--- config.mk ---
export PLATFORM = sky130hd
export DESIGN_NAME = tick_rate_gen
export DESIGN_NICKNAME = d
export VERILOG_FILES = /design/src/rtl/trg_pkg.sv /design/src/rtl/trg_ctl_reg.sv /design/src/rtl/trg_src_mux.sv /design/src/rtl/trg_div_cnt.sv /design/src/rtl/trg_half_stage.sv /design/src/rtl/tick_rate_gen.sv
export SDC_FILE = /design/constraint.sdc
export NUM_CORES = 1
export LEC_CHECK = 0
export ABC_AREA = 1
export BUFFER_PORTS_ARGS = -buffer_cell sky130_fd_sc_hd__buf_4
export CORE_UTILIZATION = 45
export CTS_CLUSTER_SIZE = 30
export DETAILED_ROUTE_END_ITERATION = 10
export PLACE_DENSITY = 0.8
export SLEW_MARGIN = 40
export SYNTH_ARGS = -nofsm -noshare
export SYNTH_HDL_FRONTEND = slang
export SYNTH_HIERARCHICAL = 1
export SYNTH_SLANG_ARGS = --single-unit
export TNS_END_PERCENT = 20
--- constraint.sdc ---
create_clock -name clk -period 1.61 [get_ports clk]
set_input_delay 0.0805 -clock clk [delete_from_list [all_inputs] [get_ports clk]]
set_output_delay 0.0805 -clock clk [all_outputs]
set_load 0.005 [all_outputs]
--- src/rtl/trg_pkg.sv ---
package trg_pkg;
   localparam int unsigned CTL_W      = 32;
   localparam int unsigned SEL_LO     = 24;
   localparam int unsigned SEL_W      = 2;
   localparam int unsigned DIV_LO     = 0;
   localparam int unsigned DIV_W      = 4;
   localparam int unsigned HALF_POS   = 11;
   localparam int unsigned GATE_P_POS = 31;
   localparam int unsigned GATE_S_POS = 15;

   // Mask of a field of width w starting at bit lo within a CTL_W word.
   function automatic logic [CTL_W-1:0] field_mask(input int unsigned lo, input int unsigned w);
      logic [CTL_W-1:0] m;
      m = '0;
      for (int unsigned i = 0; i < CTL_W; i++) begin
         if (i >= lo && i < lo + w) m[i] = 1'b1;
      end
      return m;
   endfunction
endpackage

--- src/rtl/trg_ctl_reg.sv ---
module trg_ctl_reg
   import trg_pkg::*;
#(
   parameter int unsigned W      = CTL_W,
   parameter int unsigned S_LO   = SEL_LO,
   parameter int unsigned S_W    = SEL_W,
   parameter int unsigned D_LO   = DIV_LO,
   parameter int unsigned D_W    = DIV_W,
   parameter int unsigned H_POS  = HALF_POS,
   parameter int unsigned GP_POS = GATE_P_POS,
   parameter int unsigned GS_POS = GATE_S_POS
) (
   input  logic           clk,
   input  logic           rst_n,
   input  logic           wr_en,
   input  logic [W-1:0]   wr_mask,
   input  logic [W-1:0]   wr_data,
   input  logic           on_req,
   input  logic           off_req,
   output logic [W-1:0]   ctl_q,
   output logic [S_W-1:0] sel,
   output logic [D_W-1:0] div,
   output logic           half,
   output logic           gate_p,
   output logic           gate_s,
   output logic           reload
);
   localparam logic [W-1:0] RELOAD_MASK = W'(field_mask(S_LO, S_W) | field_mask(D_LO, D_W));

   if (S_LO + S_W > W || D_LO + D_W > W) begin : g_bad_field
      $error("trg_ctl_reg: field exceeds register width");
   end
   if (H_POS >= W || GP_POS >= W || GS_POS >= W || GP_POS == GS_POS) begin : g_bad_bit
      $error("trg_ctl_reg: flag bit position invalid");
   end

   logic [W-1:0] ctl_d;

   always_comb begin
      ctl_d = ctl_q;
      if (wr_en) ctl_d = (ctl_q & ~wr_mask) | (wr_data & wr_mask);
      if (on_req) begin
         ctl_d[GP_POS] = 1'b1;
         ctl_d[GS_POS] = 1'b1;
      end
      if (off_req) begin
         ctl_d[GP_POS] = 1'b0;
         ctl_d[GS_POS] = 1'b0;
      end
   end

   always_ff @(posedge clk or negedge rst_n) begin
      if (!rst_n) ctl_q <= '0;
      else        ctl_q <= ctl_d;
   end

   assign sel    = ctl_q[S_LO +: S_W];
   assign div    = ctl_q[D_LO +: D_W];
   assign half   = ctl_q[H_POS];
   assign gate_p = ctl_q[GP_POS];
   assign gate_s = ctl_q[GS_POS];
   assign reload = wr_en && |(wr_mask & RELOAD_MASK);

   a_r2_field_keep: assert property (@(posedge clk) disable iff (!rst_n)
      (wr_en && !on_req && !off_req) |=>
         ((ctl_q & ~$past(wr_mask)) == ($past(ctl_q) & ~$past(wr_mask))));
   a_r4_on_sets: assert property (@(posedge clk) disable iff (!rst_n)
      (on_req && !off_req) |=> (gate_p && gate_s));
   a_r4_off_clears: assert property (@(posedge clk) disable iff (!rst_n)
      off_req |=> (!gate_p && !gate_s));
endmodule

--- src/rtl/trg_src_mux.sv ---
module trg_src_mux #(
   parameter int unsigned S_W = 2
) (
   input  logic [(1<<S_W)-1:0] src,
   input  logic [S_W-1:0]      sel,
   output logic                tick
);
   localparam int unsigned N = 1 << S_W;

   logic [N-1:0] hit;

   for (genvar k = 0; k < N; k++) begin : g_leg
      assign hit[k] = src[k] && (sel == S_W'(k));
   end

   assign tick = |hit;
endmodule

--- src/rtl/trg_div_cnt.sv ---
module trg_div_cnt #(
   parameter int unsigned D_W = 4
) (
   input  logic           clk,
   input  logic           rst_n,
   input  logic           tick_in,
   input  logic           run,
   input  logic           reload,
   input  logic [D_W-1:0] div,
   output logic           fire
);
   if (D_W < 1) begin : g_bad_width
      $error("trg_div_cnt: divider width must be positive");
   end

   logic [D_W-1:0] cnt;

   assign fire = run && tick_in && !reload && (cnt == div);

   always_ff @(posedge clk or negedge rst_n) begin
      if (!rst_n)               cnt <= '0;
      else if (reload)          cnt <= '0;
      else if (run && tick_in)  cnt <= fire ? '0 : cnt + 1'b1;
   end

   a_r5_cnt_bound: assert property (@(posedge clk) disable iff (!rst_n)
      cnt <= div);
   a_r9_reload_zero: assert property (@(posedge clk) disable iff (!rst_n)
      reload |=> (cnt == '0));
   a_r10_hold: assert property (@(posedge clk) disable iff (!rst_n)
      (!run && !reload) |=> $stable(cnt));
endmodule

--- src/rtl/trg_half_stage.sv ---
module trg_half_stage #(
   parameter bit HALF_EN = 1'b1
) (
   input  logic clk,
   input  logic rst_n,
   input  logic fire,
   input  logic reload,
   input  logic half,
   output logic sec_fire
);
   if (HALF_EN) begin : g_toggle
      logic phase;
      always_ff @(posedge clk or negedge rst_n) begin
         if (!rst_n)     phase <= 1'b0;
         else if (reload) phase <= 1'b0;
         else if (fire)   phase <= ~phase;
      end
      assign sec_fire = half ? (fire && phase) : fire;
   end else begin : g_bypass
      assign sec_fire = fire;
   end

   a_r7_sec_subset: assert property (@(posedge clk) disable iff (!rst_n)
      sec_fire |-> fire);
endmodule

--- src/rtl/tick_rate_gen.sv ---
module tick_rate_gen
   import trg_pkg::*;
#(
   parameter int unsigned W       = CTL_W,
   parameter int unsigned S_W     = SEL_W,
   parameter int unsigned D_W     = DIV_W,
   parameter bit          HALF_EN = 1'b1
) (
   input  logic                clk,
   input  logic                rst_n,
   input  logic                wr_en,
   input  logic [W-1:0]        wr_mask,
   input  logic [W-1:0]        wr_data,
   input  logic                on_req,
   input  logic                off_req,
   input  logic [(1<<S_W)-1:0] src_tick,
   output logic [W-1:0]        rd_data,
   output logic                clk_on,
   output logic                prim_tick,
   output logic                sec_tick
);
   logic [S_W-1:0] sel;
   logic [D_W-1:0] div;
   logic           half, gate_p, gate_s, reload;
   logic           sel_tick, fire, sec_fire, run;

   trg_ctl_reg #(.W(W), .S_W(S_W), .D_W(D_W)) u_ctl (
      .clk(clk), .rst_n(rst_n), .wr_en(wr_en), .wr_mask(wr_mask), .wr_data(wr_data),
      .on_req(on_req), .off_req(off_req), .ctl_q(rd_data), .sel(sel), .div(div),
      .half(half), .gate_p(gate_p), .gate_s(gate_s), .reload(reload)
   );

   trg_src_mux #(.S_W(S_W)) u_mux (.src(src_tick), .sel(sel), .tick(sel_tick));

   assign run = gate_p || gate_s;

   trg_div_cnt #(.D_W(D_W)) u_div (
      .clk(clk), .rst_n(rst_n), .tick_in(sel_tick), .run(run), .reload(reload),
      .div(div), .fire(fire)
   );

   trg_half_stage #(.HALF_EN(HALF_EN)) u_half (
      .clk(clk), .rst_n(rst_n), .fire(fire), .reload(reload), .half(half),
      .sec_fire(sec_fire)
   );

   always_ff @(posedge clk or negedge rst_n) begin
      if (!rst_n) begin
         prim_tick <= 1'b0;
         sec_tick  <= 1'b0;
      end else begin
         prim_tick <= fire && gate_p;
         sec_tick  <= sec_fire && gate_s;
      end
   end

   assign clk_on = run;

   a_r8_prim_gated: assert property (@(posedge clk) disable iff (!rst_n)
      prim_tick |-> $past(gate_p));
   a_r8_sec_gated: assert property (@(posedge clk) disable iff (!rst_n)
      sec_tick |-> $past(gate_s));
   a_r11_on_flag: assert property (@(posedge clk) disable iff (!rst_n)
      clk_on == (rd_data[GATE_P_POS] || rd_data[GATE_S_POS]));
endmodule

==> results of run 1 <==
[routing by layer]
| layer | GRT usage, % | wire [microns] | vias up |
|---|---|---|---|
| li1 | - | - | 1031 |
| met1 | 27.9 | 2170 | 937 |
| met2 | 43.1 | 2790 | 59 |
| met3 | 7.07 | 291 | 4 |
| met4 | 7.91 | 36 | 0 |
| met5 | 0 | 0 | - |
[worst paths after layout]
| kind | cells past startpoint | to |
|---|---|---|
| setup / recovery | 13 | sec_tick |
| hold / removal | 3 | register |
| setup reg to reg | 10 | sec_tick |
| hold reg to reg | 2 | sec_tick |
| max in group asynchronous | 2 | asynchronous set/reset pin |
| min in group asynchronous | 2 | asynchronous set/reset pin |
[worst min-delay path, cell delays in order]
cell and delay (ns):
sky130_fd_sc_hd__buf_4 0.11, sky130_fd_sc_hd__inv_1 0.04, sky130_fd_sc_hd__a31oi_1 0.07
[where the power goes]
group          switching (mW)  leakage [nW]  internal (mW)  total [mW]
combinational           0.280          1.21          0.389       0.669
sequential             0.0893         0.452           1.09        1.18
clock                   0.355        0.0477          0.297       0.652
total                   0.724          1.71           1.77        2.50
[cell families after synthesis]
logic type | Yosys count | synth area share (%)
compound gates | 68 | 20.2
flops | 39 | 48.4
fa+ha+maj | 1 | 0.621
xor+xnor | 1 | 0.435
simple gates | 57 | 12.4
buf+inv | 78 | 17.9
[area by class of cell]
type | count | area (sq um) | area share [%]
multi-input cells | 127 | 703 | 22.0
clock buffers | 5 | 68.8 | 2.16
flip-flops and latches | 39 | 976 | 30.6
well taps | 50 | 62.6 | 1.96
repair buffers | 140 | 1130 | 35.5
clock inverters | 3 | 15.0 | 0.471
inverters | 62 | 233 | 7.30
[cell usage after synthesis (all sizes together)]
cell	n	area (sq um)
dfrtp	39	976
clkinv	1	3.75
o21ai	3	18.8
a21oi	35	201
nand2	37	146
a31oi	30	188
buf	16	128
nand3	8	50.1
xor2	1	8.76
ha	1	12.5
inv	61	229
nor2	11	46.3
nand4	1	6.26
[what timing repair did]
action,4_1_cts,5_1_grt
gates resized for setup,0,6
hold buffers,31,1
endpoints found under the hold margin,70,1
setup endpoints to repair,0,3
==> impl_results.html, run 1 <==
<table>
<tr><th>Metric</th><th>Value</th></tr>
<tr><th colspan="2">Hold path</th></tr>
<tr><td>Worst hold start</td><td>wr_data[14]</td></tr>
<tr><td>Hold Path Class</td><td>input pin to register</td></tr>
<tr><th colspan="2">STA</th></tr>
<tr><td>Layout Skew</td><td>0.00712 ns</td></tr>
<tr><td>Final worst path period need</td><td>1.41 ns</td></tr>
<tr><td>Number of failing setup endpoints in the final timing report</td><td>0</td></tr>
<tr><td>Sum Neg Setup Slack</td><td>0 ns</td></tr>
<tr><td>Portion of the clock cycle consumed by the worst path in the final layout</td><td>87.9%</td></tr>
<tr><td>Worst max-slew margin expressed relative to the limit</td><td>between 50% and 60%</td></tr>
<tr><td>Pins Over Slew Limit</td><td>0</td></tr>
<tr><td>Number of hold violations in the final report</td><td>0</td></tr>
<tr><td>Slew of the pin with the lowest slew margin</td><td>0.633 ns</td></tr>
<tr><td>Tightest hold margin</td><td>0.0329 ns</td></tr>
<tr><td>Unrepaired setup endpoints after global routing</td><td>false</td></tr>
<tr><td>Max Clk Rate</td><td>707 MHz</td></tr>
<tr><td>Setup WS post-layout</td><td>0.195 ns</td></tr>
<tr><th colspan="2">Final layout</th></tr>
<tr><td>Antenna diodes</td><td>0</td></tr>
<tr><td>Relative area change from synthesis to final layout</td><td>58.3%</td></tr>
<tr><td>Most used cells in the layout excluding fill and tap cells</td><td>sky130_fd_sc_hd__buf_4, sky130_fd_sc_hd__inv_1, sky130_fd_sc_hd__dfrtp_1</td></tr>
<tr><td>Fill count</td><td>296</td></tr>
<tr><td>Most common cell after layout, fill and taps aside</td><td>sky130_fd_sc_hd__buf_4</td></tr>
<tr><td>Number of nets in the layout</td><td>449</td></tr>
<tr><td>Final standard cell count with taps included and fillers excluded</td><td>between 400 and 500</td></tr>
<tr><td>Area of all placed cells without fillers</td><td>0.00319 sq mm</td></tr>
<tr><td>Share of layout cells above drive strength 1</td><td>roughly 37%</td></tr>
<tr><td>Fin util</td><td>77.0%</td></tr>
<tr><th colspan="2">Clocking</th></tr>
<tr><td>Number of sinks on the clock net</td><td>39</td></tr>
<tr><td>Clock buffers created by TritonCTS</td><td>5</td></tr>
<tr><td>Clock H-tree levels</td><td>2</td></tr>
<tr><td>Maximum clock path buffer count</td><td>2</td></tr>
<tr><td>TritonCTS clock tree</td><td>built</td></tr>
<tr><td>Post-CTS Setup Repair Bufs</td><td>0</td></tr>
<tr><td>Root buffer cell</td><td>sky130_fd_sc_hd__clkbuf_8</td></tr>
<tr><td>Insertion delay of the later-clocked pin in the worst-skew pair</td><td>0.29 ns</td></tr>
<tr><td>Clock edge transition at the registers on the reported setup and hold paths</td><td>0.08 ns</td></tr>
<tr><th colspan="2">Pwr</th></tr>
<tr><td>Lkg Pwr</td><td>between 1.5 and 2 nW</td></tr>
<tr><td>Max IR drop VDD</td><td>~650 uV</td></tr>
<tr><td>Power density of the placed cells</td><td>roughly 780 mW/mm^2</td></tr>
<tr><td>Total power of the final layout</td><td>2.50 mW</td></tr>
<tr><th colspan="2">Floorplan</th></tr>
<tr><td>IO Count</td><td>108</td></tr>
<tr><td>Die outline area</td><td>0.00475 sq mm</td></tr>
<tr><td>Starting Density</td><td>48.6%</td></tr>
<tr><td>Placeable core region</td><td>0.00414 sq mm</td></tr>
<tr><td>Standard-cell rows</td><td>23</td></tr>
<tr><td>Die Wd</td><td>between 60 and 70 microns</td></tr>
<tr><td>Die Y</td><td>68.9 microns</td></tr>
<tr><th colspan="2">Critical path</th></tr>
<tr><td>Crit path buffers/inverters</td><td>6</td></tr>
<tr><td>Critical path endpoint category</td><td>register</td></tr>
<tr><td>Startpoint-to-endpoint class of the critical path</td><td>input pin to register</td></tr>
<tr><td>Delay-heaviest family, CP</td><td>buffers and inverters</td></tr>
<tr><td>Startpoint of the worst setup timing path</td><td>wr_mask[2]</td></tr>
<tr><td>Most repeated library cell on the critical path</td><td>sky130_fd_sc_hd__inv_1</td></tr>
<tr><td>Worst path slowest cell</td><td>sky130_fd_sc_hd__dlygate4sd3_1</td></tr>
<tr><td>Critical path peak fanout</td><td>5</td></tr>
<tr><td>Arrival time reported for the critical path endpoint</td><td>around 1.7 ns</td></tr>
<tr><td>WP data required</td><td>1.84 ns</td></tr>
<tr><td>Crit-path max cell delay</td><td>roughly 0.54 ns</td></tr>
<tr><td>Critical-path cell list</td><td>dlygate4sd3_1, buf_4, nor2_2, nand3_1, nand2_1, inv_1, inv_1, nand3_4, nor2_4, inv_1, o21ai_2, nand2_1, inv_1</td></tr>
<tr><td>Minimum setup slack among reg-to-reg paths</td><td>0.31 ns</td></tr>
<tr><td>Crit Reg-Reg Startpoint</td><td>u_div/cnt[1]</td></tr>
<tr><td>Kind of start point of the critical path</td><td>input pin</td></tr>
<tr><th colspan="2">Drt</th></tr>
<tr><td>Detailed Route WL</td><td>5290 microns</td></tr>
<tr><td>Overall via count from detail_route</td><td>2031</td></tr>
<tr><td>Via count normalized by instance count</td><td>around 4.8</td></tr>
<tr><td>Routed wire per std cell</td><td>12.4 microns</td></tr>
<tr><td>Number of violations reported at the end of detailed-routing iteration 0</td><td>91</td></tr>
<tr><td>Remaining number of nets flagged by the antenna check after routing</td><td>0</td></tr>
<tr><td>TritonRoute pass-1 iters</td><td>4</td></tr>
<tr><td>Detailed-route DRC error count</td><td>0</td></tr>
<tr><th colspan="2">Synth</th></tr>
<tr><td>Net count of the mapped netlist</td><td>318</td></tr>
<tr><td>Cell count after synthesis</td><td>~240</td></tr>
<tr><td>Mapped cell area</td><td>0.00201 sq mm</td></tr>
<tr><td>Mean cell area of the mapped netlist</td><td>around 8.3 sq um</td></tr>
<tr><td>Count of cell types in the netlist</td><td>21</td></tr>
<tr><td>Flip-flop and latch count after synthesis</td><td>39</td></tr>
<tr><td>Sequential cell area fraction in the yosys report</td><td>~48%</td></tr>
<tr><td>Synth warn</td><td>6</td></tr>
<tr><th colspan="2">GRT</th></tr>
<tr><td>Pin count of the biggest net entering global routing</td><td>between 60 and 70</td></tr>
<tr><td>Via count of the first global-routing pass</td><td>1934</td></tr>
<tr><td>GRT Util Overall</td><td>about a quarter</td></tr>
<tr><td>Antenna violations before repair</td><td>0</td></tr>
<tr><td>Leftover overflow at the end of global routing</td><td>0</td></tr>
<tr><td>Global-route wire length before repair</td><td>8380 microns</td></tr>
<tr><th colspan="2">Placed design</th></tr>
<tr><td>Setup WS pre-CTS</td><td>0.159 ns</td></tr>
<tr><td>Quantity of I/O buffers inserted on ports</td><td>about 110</td></tr>
<tr><td>Dpl cells</td><td>between 300 and 400</td></tr>
<tr><td>Sum of net half-perimeters after detailed placement</td><td>roughly 3400 microns</td></tr>
<tr><td>Total placed instance area</td><td>0.00276 sq mm</td></tr>
<tr><td>Final Wtd Congestion</td><td>between 0.8 and 0.9</td></tr>
<tr><th colspan="2">Run status</th></tr>
<tr><td>Outcome</td><td>completed</td></tr>
<tr><th colspan="2">Flow run</th></tr>
<tr><td>Max cap viols</td><td>0</td></tr>
</table>
No activity file was read; power rests on OpenSTA's default activity.
==> run 2: changes to the inputs <==
--- a/config.mk
+++ b/config.mk
@@ -5,12 +5,11 @@
 export SDC_FILE = /design/constraint.sdc
 export NUM_CORES = 1
 export LEC_CHECK = 0
-export ABC_AREA = 1
 export BUFFER_PORTS_ARGS = -buffer_cell sky130_fd_sc_hd__buf_4
-export CORE_UTILIZATION = 45
+export CORE_UTILIZATION = 43
 export CTS_CLUSTER_SIZE = 30
 export DETAILED_ROUTE_END_ITERATION = 10
-export PLACE_DENSITY = 0.8
+export PLACE_DENSITY = 0.82
 export SLEW_MARGIN = 40
 export SYNTH_ARGS = -nofsm -noshare
 export SYNTH_HDL_FRONTEND = slang
==> impl_results.html, run 2 <==
<table>
<tr><th>Metric</th><th>Value</th></tr>
<tr><th colspan="2">Flow run</th></tr>
<tr><td>Max cap viols</td><td>0</td></tr>
<tr><th colspan="2">Floorplan</th></tr>
<tr><td>Placeable core region</td><td>0.00400 sq mm</td></tr>
<tr><td>Die Wd</td><td>66.7 microns</td></tr>
<tr><td>Die Y</td><td>66.7 microns</td></tr>
<tr><td>IO Count</td><td>~110</td></tr>
<tr><td>Die outline area</td><td>0.00445 sq mm</td></tr>
<tr><td>Standard-cell rows</td><td>23</td></tr>
<tr><td>Starting Density</td><td>45.0%</td></tr>
<tr><th colspan="2">GRT</th></tr>
<tr><td>Leftover overflow at the end of global routing</td><td>0</td></tr>
<tr><td>Pin count of the biggest net entering global routing</td><td>40</td></tr>
<tr><td>GRT Util Overall</td><td>approximately a fifth</td></tr>
<tr><td>Antenna violations before repair</td><td>0</td></tr>
<tr><td>Via count of the first global-routing pass</td><td>1534</td></tr>
<tr><td>Global-route wire length before repair</td><td>6570 microns</td></tr>
<tr><th colspan="2">Synth</th></tr>
<tr><td>Synth Area in Adders</td><td>0.694%</td></tr>
<tr><td>Cell count after synthesis</td><td>153</td></tr>
<tr><td>Basic-gate share of the synthesized area counting and, or, nand and nor cells</td><td>13.1%</td></tr>
<tr><td>Share of synthesized flip-flops with an asynchronous set or reset</td><td>100%</td></tr>
<tr><td>Synth area leader</td><td>sky130_fd_sc_hd__dfrtp_1</td></tr>
<tr><td>Share of the synthesized area in the top cell type</td><td>54.2%</td></tr>
<tr><td>Mapped cell area</td><td>0.00180 sq mm</td></tr>
<tr><td>Mean cell area of the mapped netlist</td><td>roughly 12 sq um</td></tr>
<tr><td>Dominant cells by area after synthesis</td><td>sky130_fd_sc_hd__dfrtp_1, sky130_fd_sc_hd__mux2_2, sky130_fd_sc_hd__nand2_1</td></tr>
<tr><td>Multiplexer fraction of the synthesized cell area</td><td>20.0%</td></tr>
<tr><td>Sequential cell area fraction in the yosys report</td><td>a little over half</td></tr>
<tr><td>Count of cell types in the netlist</td><td>28</td></tr>
<tr><td>Main combinational cell family by area after synthesis</td><td>multiplexers</td></tr>
<tr><td>Synth warn</td><td>6</td></tr>
<tr><td>Compound-gate portion of the synthesized area</td><td>approximately 4.2%</td></tr>
<tr><td>Number of enable flip-flop cells after synthesis</td><td>0</td></tr>
<tr><td>Post-synthesis share of cell area spent on xor and xnor gates</td><td>2.43%</td></tr>
<tr><td>Top-count cell post-synth</td><td>sky130_fd_sc_hd__dfrtp_1</td></tr>
<tr><td>Commonest cells in the netlist</td><td>sky130_fd_sc_hd__dfrtp_1, sky130_fd_sc_hd__nand2_1, sky130_fd_sc_hd__mux2_2, sky130_fd_sc_hd__buf_4, sky130_fd_sc_hd__xnor2_1</td></tr>
<tr><td>Flip-flop and latch count after synthesis</td><td>39</td></tr>
<tr><td>Most used flip-flop cell after synthesis</td><td>sky130_fd_sc_hd__dfrtp_1</td></tr>
<tr><td>Net count of the mapped netlist</td><td>227</td></tr>
<tr><th colspan="2">STA</th></tr>
<tr><td>Pins Over Slew Limit</td><td>0</td></tr>
<tr><td>Number of failing setup endpoints in the final timing report</td><td>0</td></tr>
<tr><td>Number of hold violations in the final report</td><td>0</td></tr>
<tr><td>Worst max-slew margin expressed relative to the limit</td><td>around two thirds</td></tr>
<tr><td>Max Clk Rate</td><td>649 MHz</td></tr>
<tr><td>Final worst path period need</td><td>1.54 ns</td></tr>
<tr><td>Tightest hold margin</td><td>0.0175 ns</td></tr>
<tr><td>Layout Skew</td><td>~0.0044 ns</td></tr>
<tr><td>Slew of the pin with the lowest slew margin</td><td>0.490 ns</td></tr>
<tr><td>Portion of the clock cycle consumed by the worst path in the final layout</td><td>95.7%</td></tr>
<tr><th colspan="2">Critical path</th></tr>
<tr><td>Critical path peak fanout</td><td>4</td></tr>
<tr><td>Arrival time reported for the critical path endpoint</td><td>1.73 ns</td></tr>
<tr><td>Critical-path cell list</td><td>mux4_2, nand2_4, nor3_2, buf_4, a21boi_0, and2_4</td></tr>
<tr><td>WP data required</td><td>1.80 ns</td></tr>
<tr><td>Delay-heaviest family, CP</td><td>multiplexers</td></tr>
<tr><td>Kind of start point of the critical path</td><td>register</td></tr>
<tr><td>Startpoint-to-endpoint class of the critical path</td><td>register to register</td></tr>
<tr><td>Critical path endpoint category</td><td>register</td></tr>
<tr><td>Minimum setup slack among reg-to-reg paths</td><td>0.07 ns</td></tr>
<tr><td>Crit-path max cell delay</td><td>~0.55 ns</td></tr>
<tr><td>Crit path buffers/inverters</td><td>1</td></tr>
<tr><td>Worst path slowest cell</td><td>sky130_fd_sc_hd__mux4_2</td></tr>
<tr><th colspan="2">Placed design</th></tr>
<tr><td>Quantity of I/O buffers inserted on ports</td><td>between 100 and 150</td></tr>
<tr><td>Total placed instance area</td><td>0.00261 sq mm</td></tr>
<tr><td>Sum of net half-perimeters after detailed placement</td><td>3210 microns</td></tr>
<tr><td>Final Wtd Congestion</td><td>0.755</td></tr>
<tr><th colspan="2">Drt</th></tr>
<tr><td>Overall via count from detail_route</td><td>~1.6k</td></tr>
<tr><td>Number of violations reported at the end of detailed-routing iteration 0</td><td>60</td></tr>
<tr><td>Routed wire per std cell</td><td>~14 microns</td></tr>
<tr><td>TritonRoute pass-1 iters</td><td>4</td></tr>
<tr><td>Remaining number of nets flagged by the antenna check after routing</td><td>0</td></tr>
<tr><td>Detailed-route DRC error count</td><td>0</td></tr>
<tr><td>Via count normalized by instance count</td><td>between 4 and 5</td></tr>
<tr><td>Detailed Route WL</td><td>between 4000 and 5000 microns</td></tr>
<tr><th colspan="2">Final layout</th></tr>
<tr><td>Most used cells in the layout excluding fill and tap cells</td><td>sky130_fd_sc_hd__buf_4, sky130_fd_sc_hd__dfrtp_1, sky130_fd_sc_hd__nand2_1</td></tr>
<tr><td>Combined flip-flop and latch cell area</td><td>977 sq um</td></tr>
<tr><td>Fill count</td><td>320</td></tr>
<tr><td>Area of all placed cells without fillers</td><td>~0.0028 sq mm</td></tr>
<tr><td>Share of layout cells above drive strength 1</td><td>60.4%</td></tr>
<tr><td>Relative area change from synthesis to final layout</td><td>56.4%</td></tr>
<tr><td>Fin util</td><td>70.4%</td></tr>
<tr><td>Number of nets in the layout</td><td>341</td></tr>
<tr><td>Area of the multi-input gates</td><td>763 sq um</td></tr>
<tr><td>Most common cell after layout, fill and taps aside</td><td>sky130_fd_sc_hd__buf_4</td></tr>
<tr><td>Antenna diodes</td><td>0</td></tr>
<tr><th colspan="2">Hold path</th></tr>
<tr><td>Hold Path Class</td><td>input pin to register</td></tr>
<tr><th colspan="2">Clocking</th></tr>
<tr><td>Clock edge transition at the registers on the reported setup and hold paths</td><td>0.07 ns</td></tr>
<tr><td>TritonCTS clock tree</td><td>built</td></tr>
<tr><td>Root buffer cell</td><td>sky130_fd_sc_hd__clkbuf_8</td></tr>
<tr><td>Clock buffers created by TritonCTS</td><td>5</td></tr>
<tr><td>Insertion delay of the later-clocked pin in the worst-skew pair</td><td>roughly 0.29 ns</td></tr>
<tr><td>Number of sinks on the clock net</td><td>39</td></tr>
<tr><td>Maximum clock path buffer count</td><td>2</td></tr>
<tr><td>Clock H-tree levels</td><td>2</td></tr>
<tr><th colspan="2">Pwr</th></tr>
<tr><td>Comb pwr share</td><td>25.5%</td></tr>
<tr><td>Total power of the final layout</td><td>2.57 mW</td></tr>
<tr><td>P_int</td><td>1.93 mW</td></tr>
<tr><td>Max IR drop VDD</td><td>532 uV</td></tr>
<tr><td>Flop pwr share</td><td>~46%</td></tr>
<tr><td>Net Sw Power</td><td>637 uW</td></tr>
<tr><td>Relative contribution of the clock network to total power</td><td>between 20% and 30%</td></tr>
<tr><td>Lkg Pwr</td><td>1.38 nW</td></tr>
<tr><td>Power density of the placed cells</td><td>911 mW/mm^2</td></tr>
<tr><td>Proportion of total power due to net switching</td><td>24.8%</td></tr>
<tr><th colspan="2">Run status</th></tr>
<tr><td>Outcome</td><td>completed</td></tr>
</table>
-- run 2: cell types whose count changed in the layout (fill, tap and decap cells not counted), sizes merged, moves of 6 or more --
cell         delta
a21oi          -32
a31oi          -29
buf             +8
dlygate4sd3    -28
inv            -60
mux2           +30
nand3           -6
nor2            -7
-- run 2: what timing repair did --
item                                   CTS  global route
endpoints found under the hold margin   41             0
setup buffers                            1             4
hold buffers                             4             0
gates resized for setup                  0             7
pin swaps                                0             2
setup endpoints to repair                1             3
-- run 2: area by class of cell --
class | instances | share of cell area, %
well taps | 50 | 2.22
clock buffers | 8 | 3.55
repair buffers | 120 | 32.3
flip-flops and latches | 39 | 34.7
multi-input cells | 100 | 27.1
inverters | 1 | 0.133
-- run 2: routing by layer --
| layer | vias to the layer above | global-route usage (%) | part of all wire [%] |
|---|---|---|---|
| met3 | 9 | 7.71 | 6.5 |
| met2 | 55 | 35.1 | 54 |
| met5 | - | 0 | 0 |
| li1 | 746 | - | - |
| met1 | 740 | 22.0 | 38 |
| met4 | 0 | 8.51 | 1.6 |
-- run 2: power by group through the flow --
| stage | combinational (mW) | clock [mW] | sequential, mW |
|---|---|---|---|
| floorplan | 0.269 | 0 | 1.20 |
| global placement | 0.597 | 0 | 1.20 |
| detailed placement | 0.612 | 0 | 1.20 |
| CTS | 0.629 | 0.733 | 1.19 |
| global route | 0.715 | 0.772 | 1.21 |
| finish | 0.656 | 0.721 | 1.19 |
-- run 2: through the flow --
| step | TNS, ns | std cells | worst slack [ns] |
|---|---|---|---|
| 2_1_floorplan | -0.0182 | 153 | -0.0182 |
| 6_report | 0 | 318 | 0.0691 |
| 3_3_place_gp | -0.0679 | 301 | -0.0679 |
| 5_1_grt | -0.0187 | 318 | -0.0168 |
| 3_5_place_dp | -0.132 | 301 | -0.103 |
| 4_1_cts | 0 | 314 | 0.0172 |
-- run 2: final timing paths --
| check | startpoint | to | depth (start not counted) |
|---|---|---|---|
| worst max-delay path | register | sec_tick | 6 |
| worst min-delay path | wr_data[12] | register | 2 |
| worst max register to register | register | sec_tick | 6 |
| worst min register to register | register | register | 1 |
| max in group asynchronous | rst_n | u_div/cnt[2] | 2 |
| min in group asynchronous | rst_n | asynchronous set/reset pin | 2 |
-- run 2: kinds of logic after synthesis --
kind of cell	Yosys count
XOR/XNOR	5
multiplexers	31
adder cells (fa/ha/maj)	1
AND/OR/NAND/NOR	52
buffers and inverters	14
flip-flops	39
AO/OA/AOI/OAI	11
